**config.mk**
```make
export PLATFORM = sky130hd
export DESIGN_NAME = clk_loss_mon
export DESIGN_NICKNAME = d
export VERILOG_FILES = /design/src/rtl/clm_pkg.sv /design/src/rtl/clm_rst_sync.sv /design/src/rtl/clm_chan.sv /design/src/rtl/clm_regs.sv /design/src/rtl/clk_loss_mon.sv
export SDC_FILE = /design/constraint.sdc
export NUM_CORES = 1
export LEC_CHECK = 0
export BUFFER_PORTS_ARGS = -buffer_cell sky130_fd_sc_hd__buf_2
export CAP_MARGIN = 40
export CORE_MARGIN = 2
export CORE_UTILIZATION = 68
export CTS_BUF_LIST = sky130_fd_sc_hd__clkbuf_8
export CTS_CLUSTER_DIAMETER = 60
export DETAILED_ROUTE_END_ITERATION = 7
export PLACE_DENSITY = 0.83
export SLEW_MARGIN = 20
export SYNTH_ARGS = -nofsm -noshare
export SYNTH_HDL_FRONTEND = slang
export SYNTH_HIERARCHICAL = 1
export SYNTH_SLANG_ARGS = --single-unit
```
**constraint.sdc**
```tcl
create_clock -name ref_clk -period 5.1 [get_ports ref_clk]
set_input_delay 1.53 -clock ref_clk [delete_from_list [all_inputs] [get_ports ref_clk]]
set_output_delay 1.53 -clock ref_clk [all_outputs]
set_load 0.05 [all_outputs]
```
**src/rtl/clm_pkg.sv**
```systemverilog
package clm_pkg;
  typedef enum logic [1:0] {
    ADDR_STATUS = 2'd0,
    ADDR_DELTA  = 2'd1,
    ADDR_MASK   = 2'd2,
    ADDR_SPARE  = 2'd3
  } clm_addr_e;

  localparam int SYNC_STAGES = 3;
endpackage

```
**src/rtl/clm_rst_sync.sv**
```systemverilog
module clm_rst_sync (
  input  logic clk,
  input  logic rst_n,
  output logic rst_sync_n
);
  logic [1:0] stage_q;

  always_ff @(posedge clk or negedge rst_n) begin
    if (!rst_n) stage_q <= 2'b00;
    else        stage_q <= {stage_q[0], 1'b1};
  end

  assign rst_sync_n = stage_q[1];
endmodule

```
**src/rtl/clm_chan.sv**
```systemverilog
module clm_chan #(
  parameter int LIMIT = 4000
) (
  input  logic clk,
  input  logic rst_n,
  input  logic mon_i,
  output logic loss_o
);
  import clm_pkg::*;

  localparam int CNT_W = $clog2(LIMIT + 1);
  localparam logic [CNT_W-1:0] LIM    = CNT_W'(LIMIT);
  localparam logic [CNT_W-1:0] LIM_M1 = CNT_W'(LIMIT - 1);

  logic [SYNC_STAGES-1:0] sync_q, sync_d;
  logic [CNT_W-1:0]       cnt_q, cnt_d;
  logic                   loss_q, loss_d;
  logic                   edge_seen;
  logic                   cnt_en;

  // synchroniser and edge detect
  always_comb begin
    sync_d    = {sync_q[SYNC_STAGES-2:0], mon_i};
    edge_seen = sync_q[SYNC_STAGES-1] ^ sync_q[SYNC_STAGES-2];
  end

  // timeout counter and loss flag next state
  always_comb begin
    cnt_en = edge_seen || (cnt_q != LIM);
    cnt_d  = edge_seen ? '0 : cnt_q + 1'b1;
    if (edge_seen)            loss_d = 1'b0;
    else if (cnt_q == LIM_M1) loss_d = 1'b1;
    else                      loss_d = loss_q;
  end

  always_ff @(posedge clk or negedge rst_n) begin
    if (!rst_n) begin
      sync_q <= '0;
      cnt_q  <= '0;
      loss_q <= 1'b0;
    end else begin
      sync_q <= sync_d;
      if (cnt_en) cnt_q <= cnt_d;
      loss_q <= loss_d;
    end
  end

  assign loss_o = loss_q;

  AST_CNT_BOUND: assert property (@(posedge clk) disable iff (!rst_n)
    cnt_q <= LIM);
  AST_RISE_AT_LIMIT: assert property (@(posedge clk) disable iff (!rst_n)
    $rose(loss_q) |-> (cnt_q == LIM));
  AST_EDGE_CLEARS: assert property (@(posedge clk) disable iff (!rst_n)
    edge_seen |=> !loss_q);
endmodule

```
**src/rtl/clm_regs.sv**
```systemverilog
module clm_regs #(
  parameter int NUM_CLK = 3
) (
  input  logic               clk,
  input  logic               rst_n,
  input  logic [NUM_CLK-1:0] loss_i,
  input  logic [1:0]         addr_i,
  input  logic               wr_i,
  input  logic [NUM_CLK-1:0] wdata_i,
  output logic [NUM_CLK-1:0] rdata_o,
  output logic               irq_o
);
  import clm_pkg::*;

  logic [NUM_CLK-1:0] prev_q, delta_q, delta_d, mask_q;
  logic [NUM_CLK-1:0] change, clr;
  logic               mask_en;
  clm_addr_e          addr;

  always_comb begin
    addr    = clm_addr_e'(addr_i);
    change  = loss_i ^ prev_q;
    clr     = (wr_i && addr == ADDR_DELTA) ? wdata_i : '0;
    delta_d = (delta_q & ~clr) | change;
    mask_en = wr_i && (addr == ADDR_MASK);
  end

  always_ff @(posedge clk or negedge rst_n) begin
    if (!rst_n) begin
      prev_q  <= '0;
      delta_q <= '0;
      mask_q  <= '0;
    end else begin
      prev_q  <= loss_i;
      delta_q <= delta_d;
      if (mask_en) mask_q <= wdata_i;
    end
  end

  always_comb begin
    case (addr)
      ADDR_STATUS: rdata_o = loss_i;
      ADDR_DELTA:  rdata_o = delta_q;
      ADDR_MASK:   rdata_o = mask_q;
      default:     rdata_o = '0;
    endcase
    irq_o = |(delta_q & ~mask_q);
  end

  AST_MASK_STABLE: assert property (@(posedge clk) disable iff (!rst_n)
    !mask_en |=> $stable(mask_q));

  for (genvar g = 0; g < NUM_CLK; g++) begin : g_chk
    AST_DELTA_SET: assert property (@(posedge clk) disable iff (!rst_n)
      (loss_i[g] != prev_q[g]) |=> delta_q[g]);
    AST_DELTA_HOLD: assert property (@(posedge clk) disable iff (!rst_n)
      (delta_q[g] && !clr[g]) |=> delta_q[g]);
    AST_W1C: assert property (@(posedge clk) disable iff (!rst_n)
      (clr[g] && !change[g]) |=> !delta_q[g]);
  end
endmodule

```
**src/rtl/clk_loss_mon.sv**
```systemverilog
module clk_loss_mon #(
  parameter int NUM_CLK   = 3,
  parameter int REF_MHZ   = 100,
  parameter int WINDOW_US = 40
) (
  input  logic               ref_clk,
  input  logic               rst_n,
  input  logic [NUM_CLK-1:0] mon_clk,
  input  logic [1:0]         reg_addr,
  input  logic               reg_wr,
  input  logic [NUM_CLK-1:0] reg_wdata,
  output logic [NUM_CLK-1:0] reg_rdata,
  output logic               irq
);
  localparam int LIMIT = REF_MHZ * WINDOW_US;

  logic               rst_sync_n;
  logic [NUM_CLK-1:0] loss;

  clm_rst_sync u_rst (
    .clk        (ref_clk),
    .rst_n      (rst_n),
    .rst_sync_n (rst_sync_n)
  );

  for (genvar c = 0; c < NUM_CLK; c++) begin : g_chan
    clm_chan #(.LIMIT(LIMIT)) u_chan (
      .clk    (ref_clk),
      .rst_n  (rst_sync_n),
      .mon_i  (mon_clk[c]),
      .loss_o (loss[c])
    );
  end

  clm_regs #(.NUM_CLK(NUM_CLK)) u_regs (
    .clk     (ref_clk),
    .rst_n   (rst_sync_n),
    .loss_i  (loss),
    .addr_i  (reg_addr),
    .wr_i    (reg_wr),
    .wdata_i (reg_wdata),
    .rdata_o (reg_rdata),
    .irq_o   (irq)
  );
endmodule

```
==> impl_metrics.toml, run 1 <==
[grt]
grt_pass1_wl_um = 8320
grt_usage = 0.248
grt_max_degree = 58
antenna_found_initial = 0
grt_pass1_vias = 1869
grt.overflow.total = 0

[detailed_routing]
routedWlPerCell_um = 15.1
via_per_inst = 6.11
num_vias = 2033
remaining_drc_errors = 0
dr.pass1.iters = 4
ant_nets = 0
drt_iter0_drc = 128
wl_um = 5030

[clock_network]
cts_resized = 0
ctsHoldBuffers = 0
cts_buffers = 9
cts_max_level = 3
cts_sinks = 59
clk-insertion-delay-late_ns = 0.33
root_buffer = "clkbuf_8"
tritoncts = "done"
cts.clk_slew.worst_paths_ns = 0.06
postCtsSetupBuffers = 0
clk_path_buf_depth = 2

[critical_path]
max_stage_delay_ns = 0.27
crit_top_cell = "buf_2"
cp_cell_sequence = "buf_2 > and2b_2 > o2bb2ai_1 > buf_2"
slowest_stage = "buf_2"
startpoint_type = "primary input"
crit_path_end_kind = "output pin"
path_max_fanout = 8
arrival_ns = 2.31
crit_type = "primary input to output pin"
worst-endpoint-required_ns = 3.57

[floorplan]
core-area_um2 = 4000
start_util = 0.707
die_w_um = 68.5
die-area_um2 = 4690
die_h_um = 68.5
num_io_pins = 15
rows = 23

[synth]
syn-mean-instance-area_um2 = 11.2
yosysUniqueCellTypes = 34
synth_seq_cells = 59
yosysTopAreaCellShare = 0.522
ys_top_cells_by_area = "dfrtp_1, mux2i_1, a21oi_1"
synth.most_common_cell = "dfrtp_1"
netlist_instances = 253
synth_edf_count = 0
syn_area_um2 = 2830
synth_commonest_cells = "dfrtp_1, nand2_1, a21oi_1"
synth_top_area_cell = "dfrtp_1"
async_reset_ff_frac = 1.00
syn_nets = 270
ys.flop_type = "dfrtp_1"
seq_area_frac_synth = 0.522
ys_warn_count = 6

[sta]
finalCritPeriodShare = 0.752
max_freq_ghz = 0.261
worst_pin_slew_ns = 0.741
fin_worst_skew_ns = 0.00295
slew_viol_final = 0
setup_total_negative_slack_ns = 0
setup_viol = 0
hold_viol_final = 0
rsz0062_at_grt = "false"
worst_slew_margin_rel = 0.505
final.min_clock_period_ns = 3.84

[job]
cap_violations = 0

[placed_design]
hpwl_um = 3420
gp_congestion = 0.790
port_buffers = 14
placed_area_um2 = 2960

[finish]
drive_gt1_frac = 0.163
syn2layout_area_growth_pct = 11.4
num_antenna_cells = 0
nets = 295
fin_area_um2 = 3150

[power]
peakVddDrop_uv = 205
power_density_nw_per_um2 = 320
power.leakage_nw = 1.33

[status]
status = "complete, no violations"

[min_path]
hold_path_class = "flip-flop to flip-flop"
## metal layers
layer,vias to the layer above,part of all wire,track usage
met5,-,0,0
met4,0,0.012,0.130
met3,6,0.040,0.0493
met2,40,0.49,0.385
met1,994,0.46,0.330
li1,993,-,-
## registers in the layout (all words and copies together), names as in the netlist
signal                cells
g_chan.u_chan/cnt_q      36
g_chan.u_chan/sync_q      9
g_chan.u_chan/loss_o      3
u_regs/delta_q            3
u_regs/mask_q             3
u_regs/prev_q             3
u_rst/stage_q             2
## stage by stage
stage / utilization / hold WS, ns / power [mW] / std cells / worst slack, ns
after detailed placement: 0.739 / 0.341 / 0.622 / 317 / 1.26
after global placement: 0.739 / 0.332 / 0.616 / 317 / 1.28
after CTS: 0.787 / 0.355 / 1.02 / 333 / 1.26
final: 0.787 / 0.353 / 1.01 / 333 / 1.26
after global routing: 0.787 / 0.357 / 1.05 / 333 / 1.22
after floorplan: - / 0.331 / 0.591 / 253 / 1.04
## kinds of logic (layout without fill, tap and decap cells)
kind of cell,Yosys count,count (layout),synth area share
AO/OA/AOI/OAI,46,46,0.0983
multiplexers,15,15,0.0584
flip-flops,59,59,0.522
other,1,1,0.00133
XOR/XNOR,18,18,0.0558
AND/OR/NAND/NOR,96,96,0.219
adder cells (fa/ha/maj),6,6,0.0266
buffers and inverters,12,42,0.0186
## path summary, 6_finish.rpt
| check | startpoint | end | cells after the start | slack (ns) |
|---|---|---|---|---|
| min in group asynchronous | u_rst/stage_q[1]$_DFF_PN0_ | g_chan[0].u_chan/cnt_q[2]$_DFFE_PN0P_ | 1 | 0.38 |
| hold / removal | g_chan[2].u_chan/sync_q[0]$_DFF_PN0_ | g_chan[2].u_chan/sync_q[1]$_DFF_PN0_ | 0 | 0.35 |
| setup / recovery | reg_addr[0] | reg_rdata[1] | 4 | 1.26 |
| hold reg to reg | g_chan[2].u_chan/sync_q[0]$_DFF_PN0_ | g_chan[2].u_chan/sync_q[1]$_DFF_PN0_ | 0 | 0.35 |
| max in group asynchronous | rst_n | u_rst/stage_q[1]$_DFF_PN0_ | 1 | 4.03 |
| setup reg to reg | g_chan[0].u_chan/cnt_q[1]$_DFFE_PN0P_ | g_chan[0].u_chan/cnt_q[10]$_DFFE_PN0P_ | 4 | 3.45 |
## placed cells by master, fill, tap and decap left out
master | netlist | final
o31ai_1 | 9 | 9
nor4_2 | 3 | 3
o21ai_0 | 9 | 9
ha_1 | 6 | 6
dfrtp_2 | 0 | 1
or4_1 | 9 | 9
nand3_1 | 12 | 12
a21oi_1 | 18 | 18
xnor2_1 | 8 | 8
o21ai_1 | 2 | 2
o2bb2ai_1 | 3 | 3
o221ai_1 | 1 | 1
buf_4 | 0 | 1
a21o_1 | 1 | 1
clkbuf_8 | 0 | 13
and4b_2 | 2 | 2
nor3_1 | 3 | 3
nand3_2 | 3 | 3
xor2_1 | 10 | 10
nand4b_1 | 1 | 1
inv_1 | 11 | 13
nand4bb_1 | 3 | 3
mux2_4 | 3 | 3
o21a_1 | 3 | 3
buf_2 | 0 | 14
nand4_1 | 6 | 6
and2b_2 | 1 | 1
nand3b_4 | 1 | 1
or3_1 | 9 | 9
nand2b_1 | 7 | 7
nand2_1 | 21 | 21
dfrtp_1 | 59 | 58
nor4_1 | 6 | 6
nor2_1 | 6 | 6
conb_1 | 1 | 1
nand4_2 | 3 | 3
mux2i_1 | 12 | 12
clkinv_2 | 0 | 1
## area by class of cell
type / count / area, um^2
inverters: 11 / 41.3
multi-input cells: 182 / 1300
clock buffers: 13 / 179
flip-flops and latches: 59 / 1480
repair buffers: 15 / 77.6
well taps: 50 / 62.6
fillers: 254 / 852
clock inverters: 3 / 12.5
## critical path: cells and delay by family
kind,cells,cell delay (ns)
buffers and inverters,2,0.42
AOI/OAI and AO/OA,1,0.10
and+or+nand+nor,1,0.24
## power breakdown
group	leakage [nW]	switching [mW]	internal [mW]
sequential	0.783	0.0250	0.490
combinational	0.442	0.0608	0.0371
clock	0.108	0.171	0.225
total	1.33	0.257	0.752
No activity file was read; power rests on OpenSTA's default activity.
==> run 2: changes to the inputs <==
--- a/config.mk
+++ b/config.mk
@@ -8,11 +8,11 @@
 export BUFFER_PORTS_ARGS = -buffer_cell sky130_fd_sc_hd__buf_2
 export CAP_MARGIN = 40
 export CORE_MARGIN = 2
-export CORE_UTILIZATION = 68
+export CORE_UTILIZATION = 57
 export CTS_BUF_LIST = sky130_fd_sc_hd__clkbuf_8
 export CTS_CLUSTER_DIAMETER = 60
 export DETAILED_ROUTE_END_ITERATION = 7
-export PLACE_DENSITY = 0.83
+export PLACE_DENSITY = 0.74
 export SLEW_MARGIN = 20
 export SYNTH_ARGS = -nofsm -noshare
 export SYNTH_HDL_FRONTEND = slang
==> constraint.sdc (replaced) <==
create_clock -name ref_clk -period 3.4 [get_ports ref_clk]
set_input_delay 1.02 -clock ref_clk [delete_from_list [all_inputs] [get_ports ref_clk]]
set_output_delay 1.02 -clock ref_clk [all_outputs]
set_load 0.05 [all_outputs]
==> impl_metrics.toml, run 2 (synthesis results as in run 1) <==
[clock_network]
cts_resized = 0
cts.clk_slew.worst_paths_ns = 0.06
tritoncts = "done"
cts_max_level = 3
postCtsSetupBuffers = 0
root_buffer = "clkbuf_8"
cts_sinks = 59
clk_path_buf_depth = 2
clk-insertion-delay-late_ns = 0.32
ctsHoldBuffers = 0
cts_buffers = 9

[floorplan]
start_util = 0.594
core-area_um2 = 4750
rows = 25
die-area_um2 = 5540
die_w_um = 74.4
die_h_um = 74.4
num_io_pins = 15

[finish]
fin_area_um2 = 3190
nFillCells = 394
largest_reg_flops = 36
syn2layout_area_growth_pct = 12.8
drive_gt1_frac = 0.165
num_antenna_cells = 0
largestRegisters = "g_chan.u_chan/cnt_q: 36 flops, g_chan.u_chan/sync_q: 9 flops"
largest-register = "g_chan.u_chan/cnt_q"
final_cell_count_no_fill = 351
nets = 296
mostFrequentLayoutCell = "dfrtp_1"
final_cell_mix = "dfrtp_1, nand2_1, a21oi_1"

[critical_path]
startpoint_type = "primary input"
crit_start = "reg_addr[0]"
r2r_setup_slack_ns = 1.74
reg2reg_from = "g_chan[0].u_chan/cnt_q[0]$_DFFE_PN0P_"
path_max_fanout = 8
crit_type = "primary input to output pin"
arrival_ns = 1.80
crit_path_end_kind = "output pin"
worst-endpoint-required_ns = 2.38

[detailed_routing]
ant_nets = 0
top_layer_used = "met4"
remaining_drc_errors = 0
drt_iter0_drc = 137
met2_length_um = 2140
num_vias = 2012
dr.pass1.iters = 4
wl_met1_um = 2420
wl_um = 4760
wl_met3_um = 157
routedWlPerCell_um = 13.6
via_per_inst = 5.73

[sta]
fin_worst_skew_ns = 0.00715
setup_viol = 0
worst_slew_margin_rel = 0.510
fin_ws_ns = 0.576
max_freq_ghz = 0.354
rsz0062_at_grt = "false"
finalCritPeriodShare = 0.831
setup_total_negative_slack_ns = 0
hold_viol_final = 0
final.min_clock_period_ns = 2.82
slew_viol_final = 0
worst_pin_slew_ns = 0.733

[grt]
grt_pass1_wl_um = 8230
grt_pass1_vias = 1851
grt_max_degree = 34
grt.overflow.total = 0
grt_usage = 0.195
antenna_found_initial = 0

[placed_design]
port_buffers = 14
dp.cells = 335
hpwl_um = 3290
placed_area_um2 = 3000
gp_congestion = 0.773
pre_cts_ws_ns = 0.575

[min_path]
hold_path_class = "flip-flop to async pin"

[power]
peakVddDrop_uv = 320
power_density_nw_per_um2 = 470
power.leakage_nw = 1.34

[job]
cap_violations = 0

[status]
status = "complete, no violations"
## run 2: final cells by class
type                    count  area, um^2  share of cell area
flip-flops and latches     59        1480               0.463
multi-input cells         182        1300               0.407
clock buffers              13         179              0.0561
repair buffers             16        97.6              0.0306
well taps                  67        83.8              0.0263
inverters                  11        41.3              0.0129
clock inverters             3        12.5             0.00392
## run 2: per-stage QoR
step / utilization / total power [mW] / hold WS [ns]
detailed placement: 0.631 / 0.934 / 0.191
CTS: 0.671 / 1.53 / 0.202
global placement: 0.626 / 0.926 / 0.334
global route: 0.671 / 1.58 / 0.216
floorplan: - / 0.887 / 0.331
finish: 0.671 / 1.50 / 0.186
## run 2: worst paths after layout
check / endpoint / cells after the start
worst max-delay path: reg_rdata[2] / 4
min in group ref_clk: g_chan[0].u_chan/sync_q[1]$_DFF_PN0_ / 0
worst min-delay path: g_chan[1].u_chan/cnt_q[5]$_DFFE_PN0P_ / 0
max in group asynchronous: g_chan[0].u_chan/sync_q[0]$_DFF_PN0_ / 1
worst min register to register: g_chan[1].u_chan/cnt_q[5]$_DFFE_PN0P_ / 0
worst max register to register: g_chan[0].u_chan/cnt_q[10]$_DFFE_PN0P_ / 4
## run 2: layer usage
| layer | GRT usage | vias up |
|---|---|---|
| met2 | 0.279 | 28 |
| li1 | - | 980 |
| met5 | 0 | - |
| met4 | 0.0774 | 0 |
| met1 | 0.276 | 999 |
| met3 | 0.0623 | 5 |
## run 2: power breakdown
group          internal (mW)  switching [mW]
sequential             0.735          0.0408
combinational         0.0578          0.0862
clock                  0.338           0.242
total                   1.13           0.369
## run 2: worst max-delay path, stage by stage
cell and delay (ns):
buf_2 0.15, and2b_2 0.25, o2bb2ai_1 0.11, buf_2 0.27
==> run 3: changes to the inputs <==
==> constraint.sdc (replaced) <==
create_clock -name ref_clk -period 2.4 [get_ports ref_clk]
set_input_delay 0.72 -clock ref_clk [delete_from_list [all_inputs] [get_ports ref_clk]]
set_output_delay 0.72 -clock ref_clk [all_outputs]
set_load 0.05 [all_outputs]
==> impl_metrics.toml, run 3 (synthesis results as in run 1) <==
[status]
status = "complete, no violations"

[clock_network]
cts_max_level = 3
cts_buffers = 9
cts_resized = 0
tritoncts = "done"
ctsHoldBuffers = 0
cts_sinks = 59
clk_path_buf_depth = 2
clk-insertion-delay-late_ns = 0.32
cts.clk_slew.worst_paths_ns = 0.05
postCtsSetupBuffers = 0
root_buffer = "clkbuf_8"

[floorplan]
die-area_um2 = 5540
die_h_um = 74.4
num_io_pins = 15
die_w_um = 74.4
rows = 25
start_util = 0.594
core-area_um2 = 4750

[finish]
multi_input_area_um2 = 1320
largestRegisters = "g_chan.u_chan/cnt_q: 36 flops, g_chan.u_chan/sync_q: 9 flops"
mostFrequentLayoutCell = "dfrtp_1"
largest-register = "g_chan.u_chan/cnt_q"
largest_reg_flops = 36
register_area_um2 = 1480
num_antenna_cells = 0
nets = 295
nFillCells = 382
syn2layout_area_growth_pct = 11.2
fin_area_um2 = 3140
final_cell_mix = "dfrtp_1, nand2_1, a21oi_1"
drive_gt1_frac = 0.171
final_util = 0.661

[critical_path]
crit_path_end_kind = "output pin"
max_stage_delay_ns = 0.27
crit_type = "primary input to output pin"
cp_cell_sequence = "buf_2 > and2b_2 > o2bb2ai_2 > buf_2"
crit_top_cell = "buf_2"
worst-endpoint-required_ns = 1.68
cp-endpoint = "reg_rdata[2]"
worst-path-stages = 4
crit_start = "reg_addr[0]"
r2r_setup_slack_ns = 0.78
reg2reg_from = "g_chan[2].u_chan/cnt_q[0]$_DFFE_PN0P_"
arrival_ns = 1.52
critPathBufInv = 2
critPathTopFamily = "buffers and inverters"
slowest_stage = "and2b_2"
startpoint_type = "primary input"
r2r-end = "g_chan[2].u_chan/cnt_q[10]$_DFFE_PN0P_"
path_max_fanout = 8
r2r_cells = 4

[job]
cap_violations = 0

[sta]
final.min_clock_period_ns = 2.24
worst_pin_slew_ns = 0.722
whs_ns = 0.177
finalCritPeriodShare = 0.933
setup_viol = 0
hold_viol_final = 0
rsz0062_at_grt = "false"
slew_viol_final = 0
max_freq_ghz = 0.447
setup_total_negative_slack_ns = 0
fin_worst_skew_ns = 0.00667
worst_slew_margin_rel = 0.517

[grt]
grt_pass1_vias = 1837
antenna_found_initial = 0
grt_max_degree = 58
grt_pass1_wl_um = 8140
grt_usage = 0.194
grt.overflow.total = 0

[power]
power_mw = 1.99
power_density_nw_per_um2 = 631
peakVddDrop_uv = 652
power.leakage_nw = 1.32

[placed_design]
gp_congestion = 0.807
port_buffers = 14
hpwl_um = 3200
placed_area_um2 = 3000

[detailed_routing]
drt_iter0_drc = 150
remaining_drc_errors = 0
wl_um = 4560
num_vias = 2002
via_per_inst = 5.75
ant_nets = 0
dr.pass1.iters = 4
routedWlPerCell_um = 13.1

[min_path]
hold_path_class = "primary input to async pin"
==> run 3: cell count changes in the layout (fill, tap and decap cells not counted) <==
cell       change
buf_12         -1
inv_1          -1
clkbuf_8       -4
o2bb2ai_1      -3
clkinv_2       +3
o2bb2ai_2      +3
==> run 3: how the worst min path moves through the flow <==
stage / start / to / slack (ns) / cells past startpoint
global route: rst_n / u_rst/stage_q[1]$_DFF_PN0_ / 0.14 / 1
detailed placement: g_chan[1].u_chan/sync_q[0]$_DFF_PN0_ / g_chan[1].u_chan/sync_q[1]$_DFF_PN0_ / 0.34 / 0
floorplan: g_chan[0].u_chan/sync_q[0]$_DFF_PN0_ / g_chan[0].u_chan/sync_q[1]$_DFF_PN0_ / 0.33 / 0
CTS: rst_n / u_rst/stage_q[1]$_DFF_PN0_ / 0.16 / 1
global placement: g_chan[0].u_chan/sync_q[0]$_DFF_PN0_ / g_chan[0].u_chan/sync_q[1]$_DFF_PN0_ / 0.33 / 0
finish: rst_n / u_rst/stage_q[1]$_DFF_PN0_ / 0.18 / 1
==> run 3: metal layers <==
layer,routed length [um],vias up,GRT usage
met2,1980,37,0.266
met5,0,-,0
met4,19,0,0.0536
met1,2390,982,0.287
met3,175,2,0.0772
li1,-,981,-
==> run 3: per-stage QoR <==
stage	std cells	setup slack [ns]
3_5_place_dp	334	0.165
3_3_place_gp	334	0.184
4_1_cts	348	0.161
5_1_grt	348	0.127
2_1_floorplan	253	0.241
6_report	348	0.161
==> run 3: cell type report <==
type,count,area share
multi-input combinational,182,0.419
inverter,11,0.0131
sequential,59,0.470
timing repair buffer,15,0.0247
tap,67,0.0267
clock buffer,9,0.0394
clock inverter,5,0.00756
==> run 3: where the power goes <==
| group | internal [mW] | switching (mW) |
|---|---|---|
| combinational | 0.0803 | 0.126 |
| sequential | 1.04 | 0.0542 |
| clock | 0.350 | 0.334 |
